File: config.mk
export PLATFORM = sky130hd
export DESIGN_NAME = pad_evt_top
export DESIGN_NICKNAME = d
export VERILOG_FILES = /design/src/rtl/pad_evt_pkg.sv /design/src/rtl/pad_evt_sync.sv /design/src/rtl/pad_evt_cfg.sv /design/src/rtl/pad_evt_detect.sv /design/src/rtl/pad_evt_top.sv
export SDC_FILE = /design/constraint.sdc
export NUM_CORES = 1
export LEC_CHECK = 0
export BUFFER_PORTS_ARGS = -buffer_cell sky130_fd_sc_hd__buf_4
export CAP_MARGIN = 5
export CORE_ASPECT_RATIO = 1.25
export CORE_MARGIN = 5
export CORE_UTILIZATION = 47
export CTS_CLUSTER_SIZE = 30
export DETAILED_ROUTE_END_ITERATION = 7
export PLACE_DENSITY = 0.84
export SLEW_MARGIN = 20
export SYNTH_ARGS = -nofsm -noshare
export SYNTH_HDL_FRONTEND = slang
export SYNTH_SLANG_ARGS = --single-unit
File: constraint.sdc
create_clock -name clk -period 2.7 [get_ports clk]
set_input_delay 0.54 -clock clk [delete_from_list [all_inputs] [get_ports clk]]
set_output_delay 0.54 -clock clk [all_outputs]
set_load 0.02 [all_outputs]
File: src/rtl/pad_evt_pkg.sv
package pad_evt_pkg;

    localparam int CFG_W = 32;

    typedef enum logic [1:0] {
        EVM_LEVEL = 2'd0,
        EVM_EDGE  = 2'd1,
        EVM_OFF   = 2'd2,
        EVM_ANY   = 2'd3
    } evt_mode_e;

    // Field placement of the configuration word
    typedef struct packed {
        logic [4:0] spare_hi;   // 31:27
        evt_mode_e  evt_mode;   // 26:25
        logic       spare_24;   // 24
        logic       rx_flip;    // 23
        logic [8:0] route_etc;  // 22:14 stored only
        logic [3:0] fn_sel;     // 13:10
        logic       rx_off;     // 9
        logic       tx_off;     // 8
        logic [5:0] term_etc;   // 7:2 stored only
        logic       rx_live;    // 1 read-only
        logic       tx_val;     // 0
    } pad_cfg_t;

    localparam logic [CFG_W-1:0] CFG_RESET   = 32'h0400_0100;
    localparam int               RX_LIVE_BIT = 1;
    localparam logic [CFG_W-1:0] CFG_WMASK   = ~(CFG_W'(1) << RX_LIVE_BIT);
    localparam logic [3:0]       FN_GPIO     = 4'd0;

    function automatic logic event_hit(evt_mode_e mode, logic cur, logic prv);
        logic hit;
        case (mode)
            EVM_LEVEL: hit = cur;
            EVM_EDGE:  hit = cur & ~prv;
            EVM_ANY:   hit = cur ^ prv;
            default:   hit = 1'b0;
        endcase
        return hit;
    endfunction

endpackage

File: src/rtl/pad_evt_sync.sv
module pad_evt_sync #(
    parameter int STAGES = 2
) (
    input  logic clk,
    input  logic rst,
    input  logic din,
    output logic dout
);
    logic [STAGES-1:0] chain;

    for (genvar g = 0; g < STAGES; g++) begin : g_stage
        if (g == 0) begin : g_first
            always_ff @(posedge clk) begin
                if (rst) chain[0] <= 1'b0;
                else     chain[0] <= din;
            end
        end else begin : g_next
            always_ff @(posedge clk) begin
                if (rst) chain[g] <= 1'b0;
                else     chain[g] <= chain[g-1];
            end
        end
    end

    assign dout = chain[STAGES-1];
endmodule

File: src/rtl/pad_evt_cfg.sv
module pad_evt_cfg
    import pad_evt_pkg::*;
(
    input  logic             clk,
    input  logic             rst,
    input  logic             wr_en,
    input  logic [CFG_W-1:0] wr_data,
    input  logic             rx_live,
    output pad_cfg_t         cfg_q,
    output logic [CFG_W-1:0] rd_data
);
    pad_cfg_t view;

    always_ff @(posedge clk) begin
        if (rst)        cfg_q <= pad_cfg_t'(CFG_RESET);
        else if (wr_en) cfg_q <= pad_cfg_t'(wr_data & CFG_WMASK);
    end

    always_comb begin
        view         = cfg_q;
        view.rx_live = rx_live;
        rd_data      = CFG_W'(view);
    end
endmodule

File: src/rtl/pad_evt_detect.sv
module pad_evt_detect
    import pad_evt_pkg::*;
(
    input  logic      clk,
    input  logic      rst,
    input  logic      rx_sync,
    input  evt_mode_e mode,
    input  logic      flip,
    input  logic      rx_off,
    output logic      evt
);
    logic cur;
    logic prv_q;

    assign cur = rx_sync ^ flip;

    always_ff @(posedge clk) begin
        if (rst) begin
            prv_q <= 1'b0;
            evt   <= 1'b0;
        end else begin
            prv_q <= cur;
            evt   <= ~rx_off & event_hit(mode, cur, prv_q);
        end
    end
endmodule

File: src/rtl/pad_evt_top.sv
module pad_evt_top
    import pad_evt_pkg::*;
#(
    parameter int SYNC_STAGES = 2
) (
    input  logic             clk,
    input  logic             rst,
    input  logic             cfg_wr_en,
    input  logic [CFG_W-1:0] cfg_wr_data,
    output logic [CFG_W-1:0] cfg_rd_data,
    input  logic             pad_in,
    output logic             pad_out,
    output logic             pad_oe,
    output logic             gpio_value,
    output logic             rx_event
);
    pad_cfg_t cfg_q;
    logic     pad_sync;
    logic     rx_live;

    pad_evt_sync #(.STAGES(SYNC_STAGES)) sync_i (
        .clk  (clk),
        .rst  (rst),
        .din  (pad_in),
        .dout (pad_sync)
    );

    assign rx_live = pad_sync & ~cfg_q.rx_off;

    pad_evt_cfg cfg_i (
        .clk     (clk),
        .rst     (rst),
        .wr_en   (cfg_wr_en),
        .wr_data (cfg_wr_data),
        .rx_live (rx_live),
        .cfg_q   (cfg_q),
        .rd_data (cfg_rd_data)
    );

    pad_evt_detect det_i (
        .clk     (clk),
        .rst     (rst),
        .rx_sync (rx_live),
        .mode    (cfg_q.evt_mode),
        .flip    (cfg_q.rx_flip),
        .rx_off  (cfg_q.rx_off),
        .evt     (rx_event)
    );

    assign pad_oe     = ~cfg_q.tx_off & (cfg_q.fn_sel == FN_GPIO);
    assign pad_out    = cfg_q.tx_val;
    assign gpio_value = cfg_q.tx_off ? rx_live : cfg_q.tx_val;
endmodule

After elaboration in Yosys (flattened, before gate mapping)
Cells that the tools add are included.
{ "totals": {"register_bits": 35, "input_bits": 36} }
{ "classes": {"bitwise": 9, "n_reduce_logical": 2, "eq_ne": 2, "n_mux": 3} }
{ "ops": {"columns": ["op", "count"], "rows": [
  ["1-bit bitwise AND", 4],
  ["4-bit logical NOT", 1],
  ["1-bit NOT", 3],
  ["1-bit one-hot mux with 3 select lines", 1],
  ["2-bit by 1-bit == test with 1-bit output, second input constant", 1],
  ["2-bit == test, second input constant", 1],
  ["2-bit logical NOT", 1],
  ["1-bit two-way mux", 2],
  ["1-bit XOR", 2]
]} }

Depth between registers and ports, before layout
{ "logic_depth": {"ltp_word": 7, "depth_mapped": 6} }

Hierarchy
A second synthesis with hierarchy kept.
{ "unflattened": {"cells_unflattened": 153, "area_unflattened_um2": 1587.8} }
{ "by_module_without_submodules": {"columns": ["module", "area_per_inst_um2", "seq_area_each_um2", "cells_each", "instances"], "rows": [
  ["pad_evt_cfg", 1385.1, 620.6, 134, 1],
  ["pad_evt_detect", 121.4, 40.0, 11, 1],
  ["pad_evt_sync", 52.6, 40.0, 4, 1],
  ["pad_evt_top", 28.8, 0.0, 4, 1]
]} }

Worst setup path before layout
Ideal clock, no wire load.
{ "synth_path": {"path_type": "reg2out", "start": "reg cfg_i.cfg_q[11] (netlist name)", "end": "out pad_oe", "arrival_time_ns": 1.181, "stages_incl_launch_ff": 3, "path_slack_ns": 0.979, "required_time_ns": 2.160, "path_cell_list": "dfxtp_1 -> or4_1 -> nor2_1"} }
{ "synth_via": {"elab_chain_len": 2} }
{ "synth_rtl": {"columns": ["element", "line", "rtl"], "rows": [
  ["4-bit logical NOT", "pad_evt_top.sv:50", "assign pad_oe = ~cfg_q.tx_off & (cfg_q.fn_sel == FN_GPIO);"],
  ["1-bit bitwise AND", "pad_evt_top.sv:50", null],
  ["end, declared", "pad_evt_top.sv:13", "output logic pad_oe,"]
]} }
No other way between the ends.

Final worst setup path
{ "layout_path": {"start": "reg cfg_i.cfg_q[11] (netlist name)", "end": "out pad_oe"} }
{ "layout_via": {"elab_chain_len": 2} }
{ "layout_rtl": {"columns": ["element", "line"], "rows": [
  ["4-bit logical NOT", "pad_evt_top.sv:50"],
  ["1-bit bitwise AND", "pad_evt_top.sv:50"]
]} }
No other way between the ends.

==> run metrics <==
status finished clean; Reg clk slew, reported paths roughly 0.09 ns; CTS Hold Bufs 0; # setup viols final 0; Min Clock Period, post-route between 1.5 and 2 ns; Rel. slew slack approximately two thirds; H-tree Lvls 2; Commonest cells post-synth dfxtp_1, nor2_1, mux2i_1; DRT Pass-1 Iters 4; global-route usage over all layers approximately 16%; syn avg cell area 10.5 um^2; Async SR Flop Fraction 0%; Fin. Hold Viols 0; Fill cells around 220; clk_skew a little over 0.009 ns; Static Leak ~0.96 nW; multi-input logic area between 500 and 600 um^2; hold crit path type primary input to register; Setup crit start kind register; Crit path max-delay family simple AND/OR/NAND/NOR gates; CTS sink cnt 35; Max IR drop VDD just under 0.0005 V; post-route antenna net violation count 0; Post-Syn Nets approximately 160; Worst Setup End Kind output pin; Ports a little over 70; WP data arrival 1.41 ns; gr ovfl total 0; Core Rows 21; total die area approximately 0.004 mm^2; Max FO, Critical Path 3; CTS Buffer Depth 2; Yosys top cell area share 52.7%; area grow syn2layout 41.4%; Slew Viols, Final 0; largest net degree at the start of global routing 36; sequential cell area ~700 um^2; crit path max-delay cell type or4_1; IO buf count 70; first-pass GRT wire length roughly 5000 um; Final Net Count roughly 230; via total after detailed routing between 1000 and 1500; Clock Latency Late Sink around 0.32 ns; top post-synthesis cells by area dfxtp_1, mux2i_1, nor2_1; vias in the first global route around 1100; share of cells above drive strength 1 between 40% and 50%; Final Cell Area 0.00188 mm^2; final wirelength approximately 3000 um; Final TNS setup 0 ns; register area share after synthesis between 50% and 60%; Seq cells post-synth 35; DRC 0; # diodes 0; RSZ-0062 raised after global routing no; Syn Inst Count approximately 130; worst slew pin tran around 0.5 ns; max-capacitance violation count 0; Die W ~58 um; initial drt markers 19; initial antenna violation count 0; Placer Congestion roughly 0.76; dpl cell area about 0.0018 mm^2; Synth Warn # 0; post-synth cell types 18; CTS tree done; Final period util approximately 72%; setup bufs post-CTS 0; post-CTS sizing 0; Die Y-Extent 69.4 um; number of buffers created by CTS 5; data required time of the worst path roughly 2.2 ns; root buffer cell clkbuf_4; DR vias/cell 4.78; CP Class register to output pin; routed wire length per instance approximately 13 um; Crit path buffers/inverters 1; cell taking the most area after synthesis dfxtp_1; CP peak stage delay 0.51 ns; power per cell area roughly 570 mW/mm^2; hpwl dp 2250 um; initial core utilization between 40% and 50%; Core ar. roughly 0.0027 mm^2; fmax 513 MHz; mapped cell area around 0.0013 mm^2; CP Cell Sequence or4_1 > nor2_1 > buf_4; top-count cell post-synth dfxtp_1; number of synthesized flops with an enable pin 0; Post-synth top flop dfxtp_1
==> stage by stage <==
| step | std cells | total power, W | util [%] | setup WS, ns | hold WS [ns] |
|---|---|---|---|---|---|
| after floorplan | 126 | 0.000689 | - | 0.979 | 0.414 |
| after global placement | 218 | 0.000771 | 66.9 | 1.13 | 0.417 |
| after detailed placement | 218 | 0.000780 | 66.9 | 1.10 | 0.440 |
| after CTS | 226 | 0.00109 | 69.4 | 0.736 | 0.408 |
| after global routing | 226 | 0.00113 | 69.4 | 0.674 | 0.405 |
| final | 226 | 0.00107 | 69.4 | 0.751 | 0.422 |
==> path summary, 6_finish.rpt <==
check	start	to	depth (start not counted)	slack (ns)
worst max-delay path	cfg_i.cfg_q[11]$_SDFFE_PP0P_	pad_oe	3	0.75
worst min-delay path	cfg_wr_data[8]	cfg_i.cfg_q[8]$_SDFFE_PP1P_	2	0.42
worst max register to register	cfg_i.cfg_q[9]$_SDFFE_PP0P_	det_i.evt$_SDFF_PP0_	6	1.27
worst min register to register	sync_i.chain[0]$_SDFF_PP0_	sync_i.dout$_SDFF_PP0_	1	0.46
==> area by class of cell <==
class | count | area share (%)
sequential | 35 | 37.3
timing repair buffer | 70 | 28.0
multi-input combinational | 77 | 28.4
inverter | 2 | 0.399
tap | 34 | 2.26
clock buffer | 8 | 3.66
==> worst reg2reg max path, delay by kind of cell, from the launching register on <==
kind	cells	cell delay [ns]
compound gates	1	0.09
xor+xnor	1	0.27
fa+ha+maj	1	0.27
buf+inv	1	0.09
flops	1	0.39
simple gates	2	0.25
==> kinds of logic (layout without fill, tap and decap cells) <==
kind of cell    count (synthesis)  count (layout)  share of synthesized area, %
simple gates                   42              42                          14.0
flops                          35              35                          52.7
mux                            30              30                          22.7
buf+inv                        14              80                          7.06
compound gates                  3               3                          1.88
fa+ha+maj                       1               1                         0.941
xor+xnor                        1               1                         0.659
==> layer usage <==
layer / share of wire (%) / up-vias / GRT usage (%)
li1: - / 542 / -
met1: 38 / 474 / 17.5
met2: 48 / 58 / 25.8
met3: 13 / 7 / 6.89
met4: 1.1 / 0 / 4.64
met5: 0 / - / 0
==> cells in the final DEF (no fill, tap or decap) <==
cell type / instances
a211o_1: 2
buf_4: 70
clkbuf_1: 1
clkbuf_4: 5
clkbuf_8: 2
dfxtp_1: 35
ha_1: 1
inv_1: 2
mux2_2: 1
mux2i_1: 29
nand2_1: 1
nand4b_1: 2
nor2_1: 33
nor2b_1: 4
nor2b_2: 1
o211ai_1: 1
or4_1: 1
xnor2_1: 1
==> power by group <==
group	internal (W)	switching, W
logic	0.000102	0.0000976
clock network	0.000153	0.000153
registers	0.000547	0.0000189
total	0.000802	0.000269
==> flip-flops by register name, summed over array words and instances (netlist names) <==
register	count
sync_i.dout	1
det_i.prv_q	1
cfg_i.cfg_q	31
sync_i.chain	1
det_i.evt	1
Power figures use the tool's default switching activity.
